[src/rtl/sc_rep_pkg.sv]
package sc_rep_pkg;
   typedef enum logic [1:0] {
      ST_IDLE  = 2'd0,
      ST_FRAME = 2'd1,
      ST_GUARD = 2'd2
   } sc_state_e;
endpackage

[src/rtl/sc_bit_timer.sv]
module sc_bit_timer #(
   parameter int OVS   = 4,
   parameter int CNT_W = 4
) (
   input  logic             clk,
   input  logic             rst_n,
   input  logic             bit_en,
   input  logic             run,
   input  logic             clr,
   output logic             bit_end,
   output logic             mid_hit,
   output logic [CNT_W-1:0] bit_idx
);
   localparam int TW  = (OVS > 1) ? $clog2(OVS) : 1;
   localparam int MID = OVS / 2;

   logic [TW-1:0] tick_q;
   logic          tick_last;

   assign tick_last = (tick_q == TW'(OVS - 1));
   assign bit_end   = run && bit_en && tick_last;
   assign mid_hit   = run && bit_en && (tick_q == TW'(MID));

   always_ff @(posedge clk) begin
      if (!rst_n) begin
         tick_q  <= '0;
         bit_idx <= '0;
      end else if (clr) begin
         tick_q  <= '0;
         bit_idx <= '0;
      end else if (run && bit_en) begin
         if (tick_last) begin
            tick_q  <= '0;
            bit_idx <= bit_idx + 1'b1;
         end else begin
            tick_q  <= tick_q + 1'b1;
         end
      end
   end
endmodule

[src/rtl/sc_frame_mux.sv]
module sc_frame_mux #(
   parameter int DATA_W  = 8,
   parameter int ODD_PAR = 0,
   parameter int CNT_W   = 4
) (
   input  logic              clk,
   input  logic              rst_n,
   input  logic              load,
   input  logic [DATA_W-1:0] din,
   input  logic [CNT_W-1:0]  bit_idx,
   output logic              frame_bit
);
   localparam int FRAME_BITS = DATA_W + 2;

   logic [DATA_W-1:0]     data_q;
   logic                  par_bit;
   logic [FRAME_BITS-1:0] frame_v;
   logic [FRAME_BITS-1:0] frame_sh;

   always_ff @(posedge clk) begin
      if (!rst_n)    data_q <= '0;
      else if (load) data_q <= din;
   end

   generate
      if (ODD_PAR != 0) begin : g_odd
         assign par_bit = ~(^data_q);
      end else begin : g_even
         assign par_bit = ^data_q;
      end
   endgenerate

   assign frame_v   = {par_bit, data_q, 1'b0};
   assign frame_sh  = frame_v >> bit_idx;
   assign frame_bit = frame_sh[0];
endmodule

[src/rtl/sc_rep_ctrl.sv]
module sc_rep_ctrl #(
   parameter int ITER_W = 3
) (
   input  logic              clk,
   input  logic              rst_n,
   input  logic              load,
   input  logic [ITER_W-1:0] max_iter,
   input  logic              fin,
   input  logic              nack,
   input  logic              rst_iter,
   output logic              retry,
   output logic              iter_flag
);
   logic [ITER_W-1:0] mi_q;
   logic [ITER_W-1:0] rep_cnt;
   logic [ITER_W-1:0] rep_nxt;
   logic              hit_limit;

   assign retry     = nack && (rep_cnt < mi_q);
   assign rep_nxt   = ITER_W'(rep_cnt + 1'b1);
   assign hit_limit = fin && retry && (rep_nxt == mi_q);

   always_ff @(posedge clk) begin
      if (!rst_n) begin
         mi_q    <= '0;
         rep_cnt <= '0;
      end else if (load) begin
         mi_q    <= max_iter;
         rep_cnt <= '0;
      end else if (fin) begin
         rep_cnt <= retry ? rep_nxt : '0;
      end
   end

   always_ff @(posedge clk) begin
      if (!rst_n)         iter_flag <= 1'b0;
      else if (rst_iter)  iter_flag <= 1'b0;
      else if (hit_limit) iter_flag <= 1'b1;
   end


   rep_cap_chk: assert property (@(posedge clk) disable iff (!rst_n)
      rep_cnt <= mi_q);


   no_rep_chk: assert property (@(posedge clk) disable iff (!rst_n)
      (mi_q == '0) |-> (rep_cnt == '0));


   flag_rise_chk: assert property (@(posedge clk) disable iff (!rst_n)
      $rose(iter_flag) |-> ((mi_q != '0) && (rep_cnt == mi_q)));


   flag_clear_chk: assert property (@(posedge clk) disable iff (!rst_n)
      rst_iter |=> !iter_flag);
endmodule

[src/rtl/sc_rep_tx.sv]
module sc_rep_tx
   import sc_rep_pkg::*;
#(
   parameter int DATA_W  = 8,
   parameter int ITER_W  = 3,
   parameter int OVS     = 4,
   parameter int GUARD   = 2,
   parameter int ODD_PAR = 0
) (
   input  logic              clk,
   input  logic              rst_n,
   input  logic              bit_en,
   input  logic [DATA_W-1:0] tx_data,
   input  logic              tx_valid,
   output logic              tx_ready,
   input  logic [ITER_W-1:0] max_iter,
   input  logic              rst_iter,
   input  logic              line_in,
   output logic              ser_out,
   output logic              ser_oe,
   output logic              iter_flag
);
   localparam int FRAME_BITS = DATA_W + 2;
   localparam int CNT_MAX    = (FRAME_BITS > GUARD) ? FRAME_BITS : GUARD;
   localparam int CNT_W      = $clog2(CNT_MAX + 1);

   generate
      if (OVS < 3) begin : g_bad_ovs
         $error("sc_rep_tx: OVS must be at least 3");
      end
      if (GUARD < 1) begin : g_bad_guard
         $error("sc_rep_tx: GUARD must be at least 1");
      end
      if (ITER_W < 1 || ITER_W > 3) begin : g_bad_iter
         $error("sc_rep_tx: ITER_W must be 1 to 3");
      end
   endgenerate

   sc_state_e        state_q;
   logic             load, run, clr;
   logic             bit_end, mid_hit;
   logic [CNT_W-1:0] bit_idx;
   logic             frame_done, guard_mid, fin;
   logic             nack_q, retry, frame_bit;

   assign tx_ready   = (state_q == ST_IDLE);
   assign load       = tx_ready && tx_valid;
   assign run        = (state_q != ST_IDLE);
   assign frame_done = (state_q == ST_FRAME) && bit_end &&
                       (bit_idx == CNT_W'(FRAME_BITS - 1));
   assign guard_mid  = (state_q == ST_GUARD) && mid_hit && (bit_idx == '0);
   assign fin        = (state_q == ST_GUARD) && bit_end &&
                       (bit_idx == CNT_W'(GUARD - 1));
   assign clr        = load || frame_done || fin;

   sc_bit_timer #(.OVS(OVS), .CNT_W(CNT_W)) u_timer (
      .clk(clk), .rst_n(rst_n), .bit_en(bit_en), .run(run), .clr(clr),
      .bit_end(bit_end), .mid_hit(mid_hit), .bit_idx(bit_idx)
   );

   sc_frame_mux #(.DATA_W(DATA_W), .ODD_PAR(ODD_PAR), .CNT_W(CNT_W)) u_mux (
      .clk(clk), .rst_n(rst_n), .load(load), .din(tx_data),
      .bit_idx(bit_idx), .frame_bit(frame_bit)
   );

   sc_rep_ctrl #(.ITER_W(ITER_W)) u_rep (
      .clk(clk), .rst_n(rst_n), .load(load), .max_iter(max_iter),
      .fin(fin), .nack(nack_q), .rst_iter(rst_iter),
      .retry(retry), .iter_flag(iter_flag)
   );

   always_ff @(posedge clk) begin
      if (!rst_n) begin
         state_q <= ST_IDLE;
      end else begin
         case (state_q)
            ST_IDLE:  if (load)       state_q <= ST_FRAME;
            ST_FRAME: if (frame_done) state_q <= ST_GUARD;
            ST_GUARD: if (fin)        state_q <= retry ? ST_FRAME : ST_IDLE;
            default:                  state_q <= ST_IDLE;
         endcase
      end
   end

   always_ff @(posedge clk) begin
      if (!rst_n)          nack_q <= 1'b0;
      else if (frame_done) nack_q <= 1'b0;
      else if (guard_mid)  nack_q <= ~line_in;
   end

   assign ser_oe  = (state_q == ST_FRAME);
   assign ser_out = ser_oe ? frame_bit : 1'b1;


   start_low_chk: assert property (@(posedge clk) disable iff (!rst_n)
      $rose(ser_oe) |-> !ser_out);


   guard_release_chk: assert property (@(posedge clk) disable iff (!rst_n)
      frame_done |=> !ser_oe);


   stall_hold_chk: assert property (@(posedge clk) disable iff (!rst_n)
      (!bit_en && !tx_ready) |=> ($stable(ser_out) && $stable(ser_oe)));


   busy_ready_chk: assert property (@(posedge clk) disable iff (!rst_n)
      ser_oe |-> !tx_ready);
endmodule

[config.mk]
export PLATFORM = sky130hd
export DESIGN_NAME = sc_rep_tx
export DESIGN_NICKNAME = d
export VERILOG_FILES = /design/src/rtl/sc_rep_pkg.sv /design/src/rtl/sc_bit_timer.sv /design/src/rtl/sc_frame_mux.sv /design/src/rtl/sc_rep_ctrl.sv /design/src/rtl/sc_rep_tx.sv
export SDC_FILE = /design/constraint.sdc
export NUM_CORES = 1
export LEC_CHECK = 0
export BUFFER_PORTS_ARGS = -buffer_cell sky130_fd_sc_hd__buf_4
export CORE_UTILIZATION = 51
export CTS_CLUSTER_DIAMETER = 60
export DETAILED_ROUTE_END_ITERATION = 10
export PLACE_DENSITY = 0.79
export SLEW_MARGIN = 20
export SYNTH_ARGS = -nofsm -noshare
export SYNTH_HDL_FRONTEND = slang
export SYNTH_SLANG_ARGS = --single-unit
[constraint.sdc]
create_clock -name clk -period 3.1 [get_ports clk]
set_clock_uncertainty 0.05 [all_clocks]
set_input_delay 0.31 -clock clk [delete_from_list [all_inputs] [get_ports clk]]
set_output_delay 0.31 -clock clk [all_outputs]
set_load 0.03 [all_outputs]
# Word level (Yosys, flattened, before mapping)
# Cells that the tools add are included.
[totals]
reg_bits = 24
in_bits = 17
output_inout_bits = 4
elab_cells = 58
[classes]
add_sub_neg = 3
order_cmp = 1
eq_ne = 10
shift = 1
mux = 8
bitwise = 2
n_reduce_logical = 25
[ops]
columns = ["cell", "count"]
rows = [
  ["$logic_and A1 B1 Y1", 13],
  ["$shr A10 B4 Y1", 1],
  ["$mux W2", 4],
  ["$reduce_or A2 Y1", 4],
  ["$reduce_xor A8 Y1", 1],
  ["$eq A2 B2 Y1 const B", 3],
  ["$pmux W2 S3", 1],
  ["$add A4 B1 Y4 const B", 1],
  ["$eq A4 B1 Y1 const B", 1],
  ["$eq A4 B4 Y1 const B", 1],
  ["$logic_not A4 Y1", 1],
  ["$ne A2 B1 Y1 const B", 2],
  ["$add A3 B1 Y3 const B", 1],
  ["$eq A3 B3 Y1", 1],
  ["$lt A3 B3 Y1", 1],
  ["$mux W3", 1],
  ["$reduce_and A3 Y1", 1],
  ["$add A2 B1 Y2 const B", 1],
  ["$eq A2 B1 Y1 const B", 1],
  ["$logic_not A2 Y1", 1],
  ["$logic_or A1 B1 Y1", 2],
  ["$mux W1", 2],
  ["$ne A2 B2 Y1 const B", 1],
  ["$not A1 Y1", 2],
  ["other kinds (2)", 2],
]

# Logic depth before layout (Yosys ltp)
[logic_depth]
depth_word = 8
mapped_depth = 7
ltp_nobuf = 7

# Cells and area by module
# A second synthesis with hierarchy kept.
[unflattened]
hier_cells = 144
area_unflattened_um2 = 1442.6
[modules_own_cells]
columns = ["module", "instances", "cells_each", "area_per_inst_um2"]
rows = [
  ["sc_frame_mux", 1, 40, 461.7],
  ["sc_rep_ctrl", 1, 47, 436.7],
  ["sc_bit_timer", 1, 31, 297.8],
  ["sc_rep_tx", 1, 26, 246.5],
]

# Worst setup path before layout
# Ideal clock, no wire load.
[synth_timing]
path_type = "reg-to-output"
startpoint = "reg u_timer.bit_idx[0]"
endpoint = "out ser_out"
t_arrival_ps = 1566
setup_slack_ps = 1174
stages_incl_launch_ff = 5
path_cell_list = "dfxtp_1 > clkbuf_1 > mux4_2 > nand3b_1 > o2111ai_1"
[synth_via]
elab_chain_len = 2
[synth_rtl]
columns = ["element", "line", "text"]
rows = [
  ["start: declaration", "sc_bit_timer.sv:12", "output logic [CNT_W-1:0] bit_idx"],
  ["start signal: assignment", "sc_bit_timer.sv:34", "bit_idx <= bit_idx + 1'b1;"],
  ["$shr A10 B4 Y1", "sc_frame_mux.sv:34", "assign frame_sh = frame_v >> bit_idx;"],
  ["$mux W1", "sc_rep_tx.sv:92", "assign ser_out = ser_oe ? frame_bit : 1'b1;"],
  ["end: declaration", "sc_rep_tx.sv:19", "output logic ser_out,"],
]
# Every way passes these cells.

# Worst setup path in the final report
# Same ends and word-level chain as after synthesis.

==> impl_table.tex <==
\begin{tabular}{lr}
\hline
Metric & Value \\
\hline
\multicolumn{2}{l}{\textbf{Worst hold path}} \\
\quad Beginning of the worst hold path & rst\_iter \\
\quad End point of the worst hold path & u\_rep.iter\_flag \\
\quad Path category of the worst min-delay check & input port to flip-flop \\
\quad Hold Crit Depth & 2 \\
\multicolumn{2}{l}{\textbf{Timing}} \\
\quad Fin Setup TNS & 0 ns \\
\quad Peak clock frequency supported by timing & around 0.45 GHz \\
\quad Shortest period the worst path allows & 2.20 ns \\
\quad Max-slew violation count & 0 \\
\quad Final hold viol count & 0 \\
\quad Slew at the pin with the worst max-slew slack & 0.374 ns \\
\quad Unrepaired setup endpoints after global routing & no \\
\quad Setup violation total in the final timing report & 0 \\
\quad Ratio of final minimum period to clock period & 70.9\% \\
\quad Relative slew margins & around three quarters \\
\multicolumn{2}{l}{\textbf{Place}} \\
\quad Area of placed instances & $\sim$1500 um2 \\
\quad Detailed placer's ending HPWL & 1950 um \\
\quad Port bufs & 20 \\
\quad Placer congestion estimate & 0.796 \\
\multicolumn{2}{l}{\textbf{Worst setup path}} \\
\quad Origin of the critical flop-to-flop path & u\_rep.mi\_q[1] \\
\quad Critical Setup Path Class & flip-flop to output pin \\
\quad Critical-path top delay cell & sky130\_fd\_sc\_hd\_\_dfxtp\_1 \\
\quad Buffering stage count on the worst path with inverters included & 1 \\
\quad CP cell instances & mux4\_2 > nand3b\_1 > o2111ai\_1 > buf\_4 \\
\quad Element type at the critical path start & flip-flop \\
\quad Crit. End Element & output pin \\
\quad Largest driver fanout on the critical path & 9 \\
\quad Reg2Reg Setup Slack & 1.19 ns \\
\quad Required time reported for the critical path endpoint & 2.74 ns \\
\quad Endpoint arrival time on the critical path & 1.84 ns \\
\quad Max stage delay on crit path & roughly 0.56 ns \\
\quad Worst reg-to-reg path cell count & 7 \\
\quad Worst R2R End & u\_rep.rep\_cnt[2] \\
\quad Category of cells accounting for the largest share of critical-path delay & flip-flops \\
\multicolumn{2}{l}{\textbf{Global routing}} \\
\quad Pin count of the biggest net entering global routing & 17 \\
\quad Total track usage & between 20 and 25\% \\
\quad Final global-route overflow total & 0 \\
\quad Met1 routing resource usage after global routing & 27.6\% \\
\quad Met3 layer usage reported by global route & 4.31\% \\
\quad Layer with the highest usage & met2 \\
\quad First-pass GRT wire length & $\sim$4500 um \\
\quad Via count of the first global-routing pass & 1,040 \\
\quad Met2 Track Usage GR & a little over a third \\
\quad Number of antenna violations at the first check in global routing & 0 \\
\multicolumn{2}{l}{\textbf{Layout}} \\
\quad Utilization after layout & around three fifths \\
\quad Sequential cell area in the final layout & 480 um2 \\
\quad Layout Area Growth over Synthesis & 13.9\% \\
\quad Final layout net count & 201 \\
\quad Final antenna diode count & 0 \\
\quad Ratio of cells with drive above 1 in the final layout & 16.8\% \\
\quad Number of inserted filler cells in the final layout & 222 \\
\quad Post-route cell area & 1520 um2 \\
\quad Area occupied by multi-input gates & just over 800 um2 \\
\multicolumn{2}{l}{\textbf{Synth}} \\
\quad Synth Instances & 156 \\
\quad Top-area cell type share of the netlist area & 35.9\% \\
\quad Share of the synthesized area in compound gates (AO/OA/AOI/OAI) & 14.6\% \\
\quad FF+latch count, synth & 24 \\
\quad EDFF count, synth & 0 \\
\quad Netlist cell types & 36 \\
\quad Number of nets produced by synthesis & about 180 \\
\quad Top-count cell post-synth & sky130\_fd\_sc\_hd\_\_nand2\_1 \\
\quad Main combinational cell family by area after synthesis & simple AND/OR/NAND/NOR gates \\
\quad Adder-cell share of the synthesized area & under 10\% \\
\quad Async set-reset flop share out of synthesis & 0\% \\
\quad Post-Synthesis Mean Instance Area & 8.57 um2 \\
\quad Dominant synthesized flop cell & sky130\_fd\_sc\_hd\_\_dfxtp\_1 \\
\quad Most numerous cell types in the synthesized netlist & sky130\_fd\_sc\_hd\_\_nand2\_1 (29), sky130\_fd\_sc\_hd\_\_dfxtp\_1 (24), sky130\_fd\_sc\_hd\_\_nor2\_1 (14), sky130\_fd\_sc\_hd\_\_a21boi\_0 (12) \\
\quad Post-synth top area cell & sky130\_fd\_sc\_hd\_\_dfxtp\_1 \\
\quad Xor/xnor cell area share of the yosys netlist & $\sim$8.5\% \\
\quad Yosys warning count & 0 \\
\quad Part of the Yosys area used for sequential elements & 35.9\% \\
\quad Synthesized-area fraction occupied by and/or/nand/nor cells & 26.4\% \\
\quad Post-synthesis mux area share & 2.43\% \\
\quad Syn Std Cell Area & 1340 um2 \\
\quad Synth area leaders & sky130\_fd\_sc\_hd\_\_dfxtp\_1 (36\%), sky130\_fd\_sc\_hd\_\_ha\_1 (8.4\%), sky130\_fd\_sc\_hd\_\_nand2\_1 (8.1\%), sky130\_fd\_sc\_hd\_\_a21boi\_0 (6.7\%), sky130\_fd\_sc\_hd\_\_xnor2\_1 (5.9\%) \\
\multicolumn{2}{l}{\textbf{Status}} \\
\quad Status & complete, no violations \\
\multicolumn{2}{l}{\textbf{CTS}} \\
\quad Number of sinks handled by clock tree synthesis & 24 \\
\quad Number of levels the H-tree was split into & 1 \\
\quad Clock Root Buffer & sky130\_fd\_sc\_hd\_\_clkbuf\_4 \\
\quad Clock slew seen by the registers of the worst setup and hold paths & 0.12 ns \\
\quad CTS tree & yes \\
\quad Quantity of hold-fixing buffers added after cts & 0 \\
\quad Maximum root-to-sink buffer count & 2 \\
\quad TritonCTS buffer count & 3 \\
\quad Number of setup buffers added after CTS & 0 \\
\quad Resize count post-CTS & 0 \\
\quad Worst-skew pair later-pin latency & 0.31 ns \\
\multicolumn{2}{l}{\textbf{Route}} \\
\quad Ratio of routed vias to standard cells & 5.42 \\
\quad Starting DRC count in detailed routing & 14 \\
\quad Pre-antenna DRT Iters & 4 \\
\quad Detail-routed net length per standard cell & $\sim$12 um \\
\quad Antenna viol nets, final & 0 \\
\quad Post-route DRC & 0 \\
\quad Count of vias placed by the detailed router & approximately 1,100 \\
\quad WL final & 2510 um \\
\multicolumn{2}{l}{\textbf{Power and ir drop}} \\
\quad Power per unit of standard cell area & approximately 360 nW/um2 \\
\quad Leakage dissipation & 0.585 nW \\
\quad Maximum vdd drop & 0.311 mV \\
\multicolumn{2}{l}{\textbf{Floorplanning}} \\
\quad Core area & about 2500 um2 \\
\quad Starting density of the core & 54.0\% \\
\quad Die Span Y & around 53 um \\
\quad Die Outline Area & 2830 um2 \\
\quad Die Span X & roughly 53 um \\
\quad Placement Rows & 18 \\
\quad Number of placed I/O pins & 21 \\
\multicolumn{2}{l}{\textbf{Job}} \\
\quad Max-capacitance violation count & 0 \\
\hline
\end{tabular}
[stage by stage]
stage	setup slack (ns)	hold WS (ns)	std cells	power, mW
3_5_place_dp	1.22	0.428	200	0.420
4_1_cts	0.899	0.0884	203	0.551
6_report	0.901	0.0883	203	0.548
2_1_floorplan	1.17	0.330	156	0.389
3_3_place_gp	1.31	0.420	200	0.417
5_1_grt	0.784	0.0780	203	0.580
[cell families (layout without fill, tap and decap cells)]
family | Yosys count | count (layout)
DFF | 24 | 24
and+or+nand+nor | 66 | 66
AOI/OAI and AO/OA | 29 | 29
muxes | 2 | 2
xor gates and xnor gates | 13 | 13
adders and majority gates | 9 | 9
buffers and inverters | 13 | 30
[where the power goes]
group | internal (mW) | total (mW) | leakage, nW | switching [mW]
registers | 0.319 | 0.329 | 0.195 | 0.0101
logic | 0.0438 | 0.0841 | 0.376 | 0.0403
clock network | 0.0455 | 0.136 | 0.0138 | 0.0901
[routing by layer]
metal	wire (um)	up-vias
met2	1180	24
met4	40	0
met5	0	-
li1	-	564
met1	1220	509
met3	73	4
[placed cells by master, fill, tap and decap left out, drive strengths merged, types with 2 or more instances in the layout]
master  synthesis  routed
nor2b           2       2
nor3            2       2
and2            2       2
inv             7       7
o21ai           3       3
dfxtp          24      24
a21oi           7       7
nand4           4       4
ha              9       9
a21boi         12      12
xnor2           9       9
nand3           2       2
clkbuf          6       3
nor2           14      14
nand2          29      29
xor2            4       4
nor4b           3       3
o21a            2       2
nor3b           2       2
buf             0      20
nand3b          2       2
[sequential cells by signal (all words and copies together), names as in the netlist]
name and count:
u_mux.data_q 8, u_timer.bit_idx 4, u_rep.mi_q 3, u_rep.rep_cnt 3, state_q 2, u_timer.tick_q 2, nack_q 1, u_rep.iter_flag 1
[worst max-delay path by stage]
stage	from	endpoint	cells past startpoint
3_3_place_gp	u_timer.bit_idx[0]	ser_out	4
6_report	u_timer.bit_idx[0]	ser_out	4
5_1_grt	u_timer.bit_idx[0]	ser_out	4
2_1_floorplan	u_timer.bit_idx[0]	ser_out	4
3_5_place_dp	u_rep.mi_q[1]	u_rep.rep_cnt[2]	7
4_1_cts	u_timer.bit_idx[0]	ser_out	4
[layout make-up]
type,instances,share of cell area [%]
multi-input combinational,119,53.0
sequential,24,31.5
tap,30,2.46
clock buffer,3,1.48
inverter,7,1.72
timing repair buffer,20,9.85
Power figures use the tool's default switching activity.
